===== src/rtl/wbuf_pkg.sv =====
package wbuf_pkg;

  typedef enum logic [1:0] {
    SEL_IDLE  = 2'd0,
    SEL_WRITE = 2'd1,
    SEL_READ  = 2'd2
  } mem_sel_e;

  // Occupancy after one cycle of pushes and pops.
  function automatic int unsigned count_after(int unsigned cur, logic push, logic pop);
    return cur + int'(push) - int'(pop);
  endfunction

endpackage


===== src/rtl/wbuf_queue.sv =====
module wbuf_queue #(
  parameter int AW    = 32,
  parameter int DW    = 32,
  parameter int DEPTH = 4,
  localparam int CW   = $clog2(DEPTH + 1),
  localparam int IW   = (DEPTH > 1) ? $clog2(DEPTH) : 1
) (
  input  logic          clk,
  input  logic          rst_n,
  input  logic          push,
  input  logic [AW-1:0] push_addr,
  input  logic [DW-1:0] push_data,
  input  logic          pop,
  output logic [CW-1:0] count,
  output logic          full,
  output logic          empty,
  output logic [AW-1:0] head_addr,
  output logic [DW-1:0] head_data,
  output logic          ent_vld  [DEPTH],
  output logic [AW-1:0] ent_addr [DEPTH],
  output logic [DW-1:0] ent_data [DEPTH]
);

  // Slot 0 holds the oldest entry; a pop shifts everything down by one.
  logic [AW-1:0] a_q [DEPTH];
  logic [DW-1:0] d_q [DEPTH];
  logic [CW-1:0] cnt_q;
  logic [CW-1:0] wr_pos;

  assign wr_pos = cnt_q - CW'(pop);

  always_ff @(posedge clk) begin
    if (!rst_n) begin
      cnt_q <= '0;
    end else begin
      for (int i = 0; i < DEPTH - 1; i++) begin
        if (pop) begin
          a_q[i] <= a_q[i+1];
          d_q[i] <= d_q[i+1];
        end
      end
      if (push) begin
        a_q[wr_pos[IW-1:0]] <= push_addr;
        d_q[wr_pos[IW-1:0]] <= push_data;
      end
      cnt_q <= CW'(wbuf_pkg::count_after(int'(cnt_q), push, pop));
    end
  end

  for (genvar g = 0; g < DEPTH; g++) begin : g_ent
    assign ent_vld[g]  = (CW'(g) < cnt_q);
    assign ent_addr[g] = a_q[g];
    assign ent_data[g] = d_q[g];
  end

  assign count     = cnt_q;
  assign full      = (cnt_q == CW'(DEPTH));
  assign empty     = (cnt_q == '0);
  assign head_addr = a_q[0];
  assign head_data = d_q[0];

  p_cnt_bound_r2: assert property (@(posedge clk) disable iff (!rst_n)
    cnt_q <= CW'(DEPTH));

  p_swap_keeps_cnt_r3: assert property (@(posedge clk) disable iff (!rst_n)
    (push && pop) |=> (cnt_q == $past(cnt_q)));

endmodule


===== src/rtl/wbuf_match.sv =====
module wbuf_match #(
  parameter int AW    = 32,
  parameter int DW    = 32,
  parameter int DEPTH = 4
) (
  input  logic          ent_vld  [DEPTH],
  input  logic [AW-1:0] ent_addr [DEPTH],
  input  logic [DW-1:0] ent_data [DEPTH],
  input  logic [AW-1:0] look_addr,
  output logic          hit,
  output logic [DW-1:0] hit_data
);

  // Higher slot = younger entry, so a later match overrides an earlier one.
  always_comb begin
    hit      = 1'b0;
    hit_data = '0;
    for (int i = 0; i < DEPTH; i++) begin
      if (ent_vld[i] && (ent_addr[i] == look_addr)) begin
        hit      = 1'b1;
        hit_data = ent_data[i];
      end
    end
  end

endmodule


===== src/rtl/wbuf_arb.sv =====
module wbuf_arb #(
  parameter int AW     = 32,
  parameter int DW     = 32,
  parameter bit BYPASS = 1'b1
) (
  input  logic          clk,
  input  logic          rst_n,
  input  logic          rd_valid,
  input  logic [AW-1:0] rd_addr,
  input  logic          fwd_hit,
  input  logic          q_empty,
  input  logic [AW-1:0] head_addr,
  input  logic [DW-1:0] head_data,
  input  logic          mem_ready,
  output logic          mem_req,
  output logic          mem_we,
  output logic [AW-1:0] mem_addr,
  output logic [DW-1:0] mem_wdata,
  output logic          pop,
  output logic          rd_issue,
  output logic          rd_fwd
);
  import wbuf_pkg::*;

  mem_sel_e sel;
  logic     hold_q;

  assign rd_fwd = BYPASS && rd_valid && fwd_hit;

  // A write already shown to memory keeps the port; otherwise a read
  // miss goes first (bypass) or only once the queue is empty (wait).
  always_comb begin
    sel = SEL_IDLE;
    if (hold_q)
      sel = SEL_WRITE;
    else if (rd_valid && !rd_fwd && (BYPASS || q_empty))
      sel = SEL_READ;
    else if (!q_empty)
      sel = SEL_WRITE;
  end

  assign mem_req   = (sel != SEL_IDLE);
  assign mem_we    = (sel == SEL_WRITE);
  assign mem_addr  = (sel == SEL_READ) ? rd_addr : head_addr;
  assign mem_wdata = head_data;
  assign pop       = (sel == SEL_WRITE) && mem_ready;
  assign rd_issue  = (sel == SEL_READ);

  always_ff @(posedge clk) begin
    if (!rst_n) hold_q <= 1'b0;
    else        hold_q <= (sel == SEL_WRITE) && !mem_ready;
  end

  p_req_stable_r5: assert property (@(posedge clk) disable iff (!rst_n)
    (mem_req && mem_we && !mem_ready) |=>
      (mem_req && mem_we && $stable(mem_addr) && $stable(mem_wdata)));

endmodule


===== src/rtl/wbuf_bypass.sv =====
module wbuf_bypass #(
  parameter int AW     = 32,
  parameter int DW     = 32,
  parameter int DEPTH  = 4,
  parameter bit BYPASS = 1'b1,
  localparam int CW    = $clog2(DEPTH + 1)
) (
  input  logic          clk,
  input  logic          rst_n,
  input  logic          wr_valid,
  input  logic [AW-1:0] wr_addr,
  input  logic [DW-1:0] wr_data,
  output logic          wr_ready,
  input  logic          rd_valid,
  input  logic [AW-1:0] rd_addr,
  output logic          rd_done,
  output logic [DW-1:0] rd_data,
  output logic          rd_src_buf,
  output logic          mem_req,
  output logic          mem_we,
  output logic [AW-1:0] mem_addr,
  output logic [DW-1:0] mem_wdata,
  input  logic          mem_ready,
  input  logic [DW-1:0] mem_rdata
);

  logic          push, pop, q_full, q_empty, hit, rd_issue, rd_fwd;
  logic [CW-1:0] q_cnt;
  logic [AW-1:0] head_addr;
  logic [DW-1:0] head_data, hit_data;
  logic          ent_vld  [DEPTH];
  logic [AW-1:0] ent_addr [DEPTH];
  logic [DW-1:0] ent_data [DEPTH];

  // A slot freed on this edge can take the incoming write.
  assign wr_ready = !q_full || pop;
  assign push     = wr_valid && wr_ready;

  wbuf_queue #(.AW(AW), .DW(DW), .DEPTH(DEPTH)) u_queue (
    .clk(clk), .rst_n(rst_n), .push(push), .push_addr(wr_addr),
    .push_data(wr_data), .pop(pop), .count(q_cnt), .full(q_full),
    .empty(q_empty), .head_addr(head_addr), .head_data(head_data),
    .ent_vld(ent_vld), .ent_addr(ent_addr), .ent_data(ent_data)
  );

  wbuf_match #(.AW(AW), .DW(DW), .DEPTH(DEPTH)) u_match (
    .ent_vld(ent_vld), .ent_addr(ent_addr), .ent_data(ent_data),
    .look_addr(rd_addr), .hit(hit), .hit_data(hit_data)
  );

  wbuf_arb #(.AW(AW), .DW(DW), .BYPASS(BYPASS)) u_arb (
    .clk(clk), .rst_n(rst_n), .rd_valid(rd_valid), .rd_addr(rd_addr),
    .fwd_hit(hit), .q_empty(q_empty), .head_addr(head_addr),
    .head_data(head_data), .mem_ready(mem_ready), .mem_req(mem_req),
    .mem_we(mem_we), .mem_addr(mem_addr), .mem_wdata(mem_wdata),
    .pop(pop), .rd_issue(rd_issue), .rd_fwd(rd_fwd)
  );

  assign rd_done    = rd_fwd || (rd_issue && mem_ready);
  assign rd_data    = rd_fwd ? hit_data : mem_rdata;
  assign rd_src_buf = rd_fwd;

  p_done_needs_req_r6: assert property (@(posedge clk) disable iff (!rst_n)
    rd_done |-> rd_valid);

  p_fwd_no_memread_r7: assert property (@(posedge clk) disable iff (!rst_n)
    rd_src_buf |-> !(mem_req && !mem_we));

  if (!BYPASS) begin : g_wait_chk
    p_wait_empty_r9: assert property (@(posedge clk) disable iff (!rst_n)
      (mem_req && !mem_we) |-> (q_cnt == '0));
  end

endmodule


===== config.mk =====
export PLATFORM = sky130hd
export DESIGN_NAME = wbuf_bypass
export DESIGN_NICKNAME = d
export VERILOG_FILES = /design/src/rtl/wbuf_pkg.sv /design/src/rtl/wbuf_queue.sv /design/src/rtl/wbuf_match.sv /design/src/rtl/wbuf_arb.sv /design/src/rtl/wbuf_bypass.sv
export SDC_FILE = /design/constraint.sdc
export NUM_CORES = 1
export LEC_CHECK = 0
export BUFFER_PORTS_ARGS = -buffer_cell sky130_fd_sc_hd__buf_2
export CORE_ASPECT_RATIO = 0.5
export CORE_UTILIZATION = 40
export DETAILED_ROUTE_END_ITERATION = 12
export SYNTH_ARGS = -nofsm -noshare
export SYNTH_HDL_FRONTEND = slang
export SYNTH_SLANG_ARGS = --single-unit

===== constraint.sdc =====
create_clock -name clk -period 6.9 [get_ports clk]
set_input_delay 0.69 -clock clk [delete_from_list [all_inputs] [get_ports clk]]
set_output_delay 0.69 -clock clk [all_outputs]
set_load 0.02 [all_outputs]

Word-level counts from Yosys, hierarchy flattened
Memory sizes are Yosys's and may differ from the RTL's.
Cells that the tools add are included.
{"block": "op_classes", "addsub": 3, "multipliers": 0, "div_mod_pow": 0, "magnitude_cmp": 4, "n_eq_ne": 7, "n_shift": 0, "muxes": 19, "bitwise_logic": 0, "reduce_logical": 17}
{"cell": "$mux 32", "count": 6}
{"cell": "$eq 32x32->1", "count": 4}
{"cell": "$mux 1", "count": 11}
{"cell": "$logic_and 1x1->1", "count": 10}
{"cell": "$lt 1x3->1 const A", "count": 2}
{"cell": "$lt 2x3->1 const A", "count": 2}
{"cell": "$mux 2", "count": 2}
{"cell": "$add 3x1->3", "count": 1}
{"cell": "$eq 3x3->1 const B", "count": 1}
{"cell": "$logic_not 1->1", "count": 3}
{"cell": "$logic_not 3->1", "count": 1}
{"cell": "$sub 3x1->3", "count": 1}
{"cell": "$eq 2x1->1 const B", "count": 1}
{"cell": "$eq 2x2->1 const B", "count": 1}
{"cell": "$logic_or 1x1->1", "count": 2}
{"cell": "$reduce_bool 2->1", "count": 1}
{"cell": "$sub 2x1->2", "count": 1}
{"block": "word_totals", "ff_bits": 4, "latchBits": 0, "ramBits": 256, "rom_bits": 0, "output_inout_bits": 101, "wordCells": 54, "mem_count": 2}
{"memory": "u_queue.a_q", "depth": 4, "word_bits": 32, "read_ports": 4, "rd_ports_with_merged_regs": 0, "write_ports": 4, "line": "wbuf_queue.sv:25", "text": "logic [AW-1:0] a_q [DEPTH];"}
{"memory": "u_queue.d_q", "depth": 4, "word_bits": 32, "read_ports": 4, "rd_ports_with_merged_regs": 0, "write_ports": 4, "line": "wbuf_queue.sv:26", "text": "logic [DW-1:0] d_q [DEPTH];"}

Longest topological paths before layout
An unclocked memory read counts as a cell.
{"block": "logic_depth", "ltp_word": 19, "depth_mapped": 16}

Modules after synthesis
A second synthesis with hierarchy kept.
{"block": "hier_totals", "hier_cells": 1135, "hier_area_um2": 15497.4}
{"module": "wbuf_queue", "instances": 1, "cells_per_inst": 567, "area_per_inst_um2": 10974.3, "seq_area_each_um2": 7747.4}
{"module": "wbuf_match", "instances": 1, "cells_per_inst": 453, "area_per_inst_um2": 3098.0, "seq_area_each_um2": 0.0}
{"module": "wbuf_arb", "instances": 1, "cells_per_inst": 76, "area_per_inst_um2": 864.6, "seq_area_each_um2": 20.0}
{"module": "wbuf_bypass", "instances": 1, "cells_per_inst": 39, "area_per_inst_um2": 560.5, "seq_area_each_um2": 0.0}

Least setup slack after synthesis
Ideal clock, no wire load.
{"block": "synth_timing", "path_type": "input to register", "from": "in rd_addr[6]", "to": "mem u_queue.a_q[0][0] (enable)", "setup_time_ps": 574, "t_arrival_ps": 6735, "required_time_ps": 6326, "slack_ps": -410, "stages": 9, "path_buffers": 1, "cell_sequence": "clkbuf_1 -> xor2_1 -> nor4_1 -> nand4_1 -> nor4_4 -> nor4_2 -> nand2_1 -> a21oi_1 -> o21ai_0"}
{"item": "from (decl)", "line": "wbuf_bypass.sv:15", "text": "input logic [AW-1:0] rd_addr,"}
{"item": "to (decl)", "line": "wbuf_queue.sv:25"}

==> metrics.txt <==
post-CTS sizing 0; largest stage delay on the critical path 1010 ps; crit-path cells xor2_1 > nor4_1 > nand4_1 > nor3_1 > nor2b_2 > buf_4 > a221oi_1 > o311ai_0 > o21a_1 > buf_2; Hold Crit Depth 1; Total GRT Usage 21.0%; Area growth, synth to finish 16.3%; Root Driver clkbuf_16; Max Cap Viol 0; hold_sp wr_data[7]; Post-synth ARST share 0%; Final HPWL DP 24.7 mm; Buffers & Inverters on Critical Path 2; YS warnings 0; WP data required 6210 ps; # IOs 234; Clock Latency Late Sink 540 ps; post-layout min period 5430 ps; Static Leak 0.00565 uW; layout cells sized above 1 32.5%; Die Span X 263 um; CP Class reg -> out; R2R setup slack 1680 ps; Die H 133 um; power density cells 317 mW/mm^2; crit-path leading delay family simple AND/OR/NAND/NOR gates; Layout Nets 1285; R2R Path End u_queue.a_q[1][13]; DRC errors left 0; total number of vias 8747; Avg Cell Area, Syn 13.9 um^2; Synth area leader edfxtp_1; Worst setup SP type flip-flop; Critical Path End Type output port; critical path arrival 4740 ps; setup_tns 0 ps; fmax 0.184 GHz; Final ANT Viol Nets 0; Setup Viol. Count Final 0; worst rel slew slack 21.4%; Max H-tree Level 1; Max Slew Vio Count 0; Post-Syn Instances 981; worst r2r src u_queue.a_q[2][30]; TritonCTS clock tree done; Post-Route Skew 13.3 ps; number of cell rows 47; die area 0.0350 mm^2; pre-CTS setup slack 1230 ps; status completed; initial antenna violation count 2; hold_buf cts 0; commonest cells after routing, fill and taps aside edfxtp_1 (256), buf_2 (233), mux2_1 (147); Iter 0 DRT Violations 685; unrepaired setup endpoints after global routing no; WHS Endpoint u_queue.d_q[3][7]; Worst-Margin Slew 1170 ps; CTS max path bufs 3; post-synth top area share 56.2%; slowest CP cell nor2b_2; area of the mapped netlist 0.0137 mm^2; top post-synthesis cells by area edfxtp_1 (56%), mux2_1 (12%), xor2_1 (7.5%), mux2_2 (6.3%), buf_4 (2.1%); gr ovfl total 0; hold crit path type in -> reg; Core Region 0.0333 mm^2; vias in the first global route 9019; Post-CTS Setup Bufs 0; Final Hold Viols 0; final WL 37.1 mm; largest net degree at the start of global routing 65; final RePlAce weighted congestion 0.822; global-route wire length before repair 56.1 mm; Sink Count 260; DR WL/cell 23.1 um; clock-pin slew of the registers on the worst-case setup and hold paths 70 ps; Worst VDD drop 0.177 mV; fin crit share 78.7%; fillcell total 2938; Initial Utilization 41.0%; final worst setup slack 1470 ps; CP Max Fanout 18; number of synthesized flops with an enable pin 256; main flop type after synthesis edfxtp_1; Yosys cell types 38; DRT Pass-1 Iters 5; Port-buffer cells 233; Reg2Reg Depth 14; CTS buffer count 26; sequential share of the synthesized area 56.8%; number of synthesized register bits 260; post-DR vias/cell 5.44; most common cell after layout, fill and taps aside edfxtp_1; post-synth net total 1120
-- cells in the mapped netlist (all sizes together) (2+ instances only) --
| master | number |
|---|---|
| o21ai | 3 |
| inv | 8 |
| mux2 | 224 |
| nor2 | 35 |
| and2 | 2 |
| nor3 | 5 |
| o21bai | 2 |
| xor2 | 117 |
| nand3 | 9 |
| xnor2 | 12 |
| o311ai | 32 |
| nor2b | 3 |
| nand2 | 35 |
| edfxtp | 256 |
| clkbuf | 60 |
| buf | 56 |
| a221oi | 32 |
| ha | 5 |
| a21oi | 4 |
| o21a | 32 |
| dfxtp | 4 |
| nor3b | 2 |
| nand4 | 7 |
| nor4 | 29 |
-- flip-flops by register name, indices dropped and copies added (netlist names) --
register / cells
u_arb.hold_q: 1
u_queue.a_q: 128
u_queue.count: 3
u_queue.d_q: 128
-- worst max path at each step --
stage,startpoint,cells past startpoint,to
floorplan,rd_addr[6],9,u_queue.a_q[0][0]
global placement,rd_addr[30],15,u_queue.a_q[1][5]
detailed placement,rd_addr[30],15,u_queue.a_q[1][5]
CTS,u_queue.a_q[0][17],10,rd_data[18]
global route,u_queue.a_q[0][13],9,rd_data[20]
finish,u_queue.a_q[0][13],10,rd_data[31]
-- per-layer routing --
metal | global-route usage (%) | wire [um] | up-vias
li1 | - | - | 4029
met1 | 27.7 | 15700 | 4427
met2 | 36.2 | 18700 | 248
met3 | 3.29 | 1910 | 43
met4 | 5.65 | 731 | 0
met5 | 0 | 0 | -
-- cell families after synthesis --
family,count (synthesis),share of synthesized area [%]
xor gates and xnor gates,129,8.26
AOI/OAI and AO/OA,107,6.42
buffers and inverters,124,4.60
DFF,260,56.8
muxes,224,18.4
and+or+nand+nor,131,4.85
adders and majority gates,6,0.604
-- power breakdown --
group          total (uW)  switching, uW  internal (uW)
Sequential           2320            153           2160
Clock                1420            596            825
Combinational        1300            809            495
-- through the flow --
step | total power [uW] | hold slack [ps] | cells | util [%] | cell area [um^2]
4_1_cts | 5100 | 347 | 1607 | 47.7 | 15900
3_5_place_dp | 3670 | 550 | 1559 | 45.1 | 15100
2_1_floorplan | 3260 | 530 | 981 | - | 13700
5_1_grt | 5260 | 349 | 1609 | 47.7 | 15900
6_report | 5040 | 368 | 1609 | 47.7 | 15900
3_3_place_gp | 3650 | 537 | 1559 | 45.1 | 15100
-- area by class of cell --
cell class,instances,area (um^2),share of cell area (%)
sequential,260,7770,48.8
multi-input combinational,597,5350,33.6
timing repair buffer,253,1350,8.51
clock buffer,32,694,4.37
tap,441,552,3.47
clock inverter,16,149,0.936
inverter,8,30.0,0.189
antenna,2,5.00,0.0315
-- worst register-to-register path: cells and delay by family (launching register included) --
| family | cells | cell delay (ps) |
|---|---|---|
| flops | 1 | 400 |
| compound gates | 2 | 1220 |
| xor+xnor | 1 | 360 |
| simple gates | 7 | 1970 |
| buf+inv | 2 | 410 |
| fa+ha+maj | 2 | 490 |
Note: power is estimated with default switching activity, not from simulation.
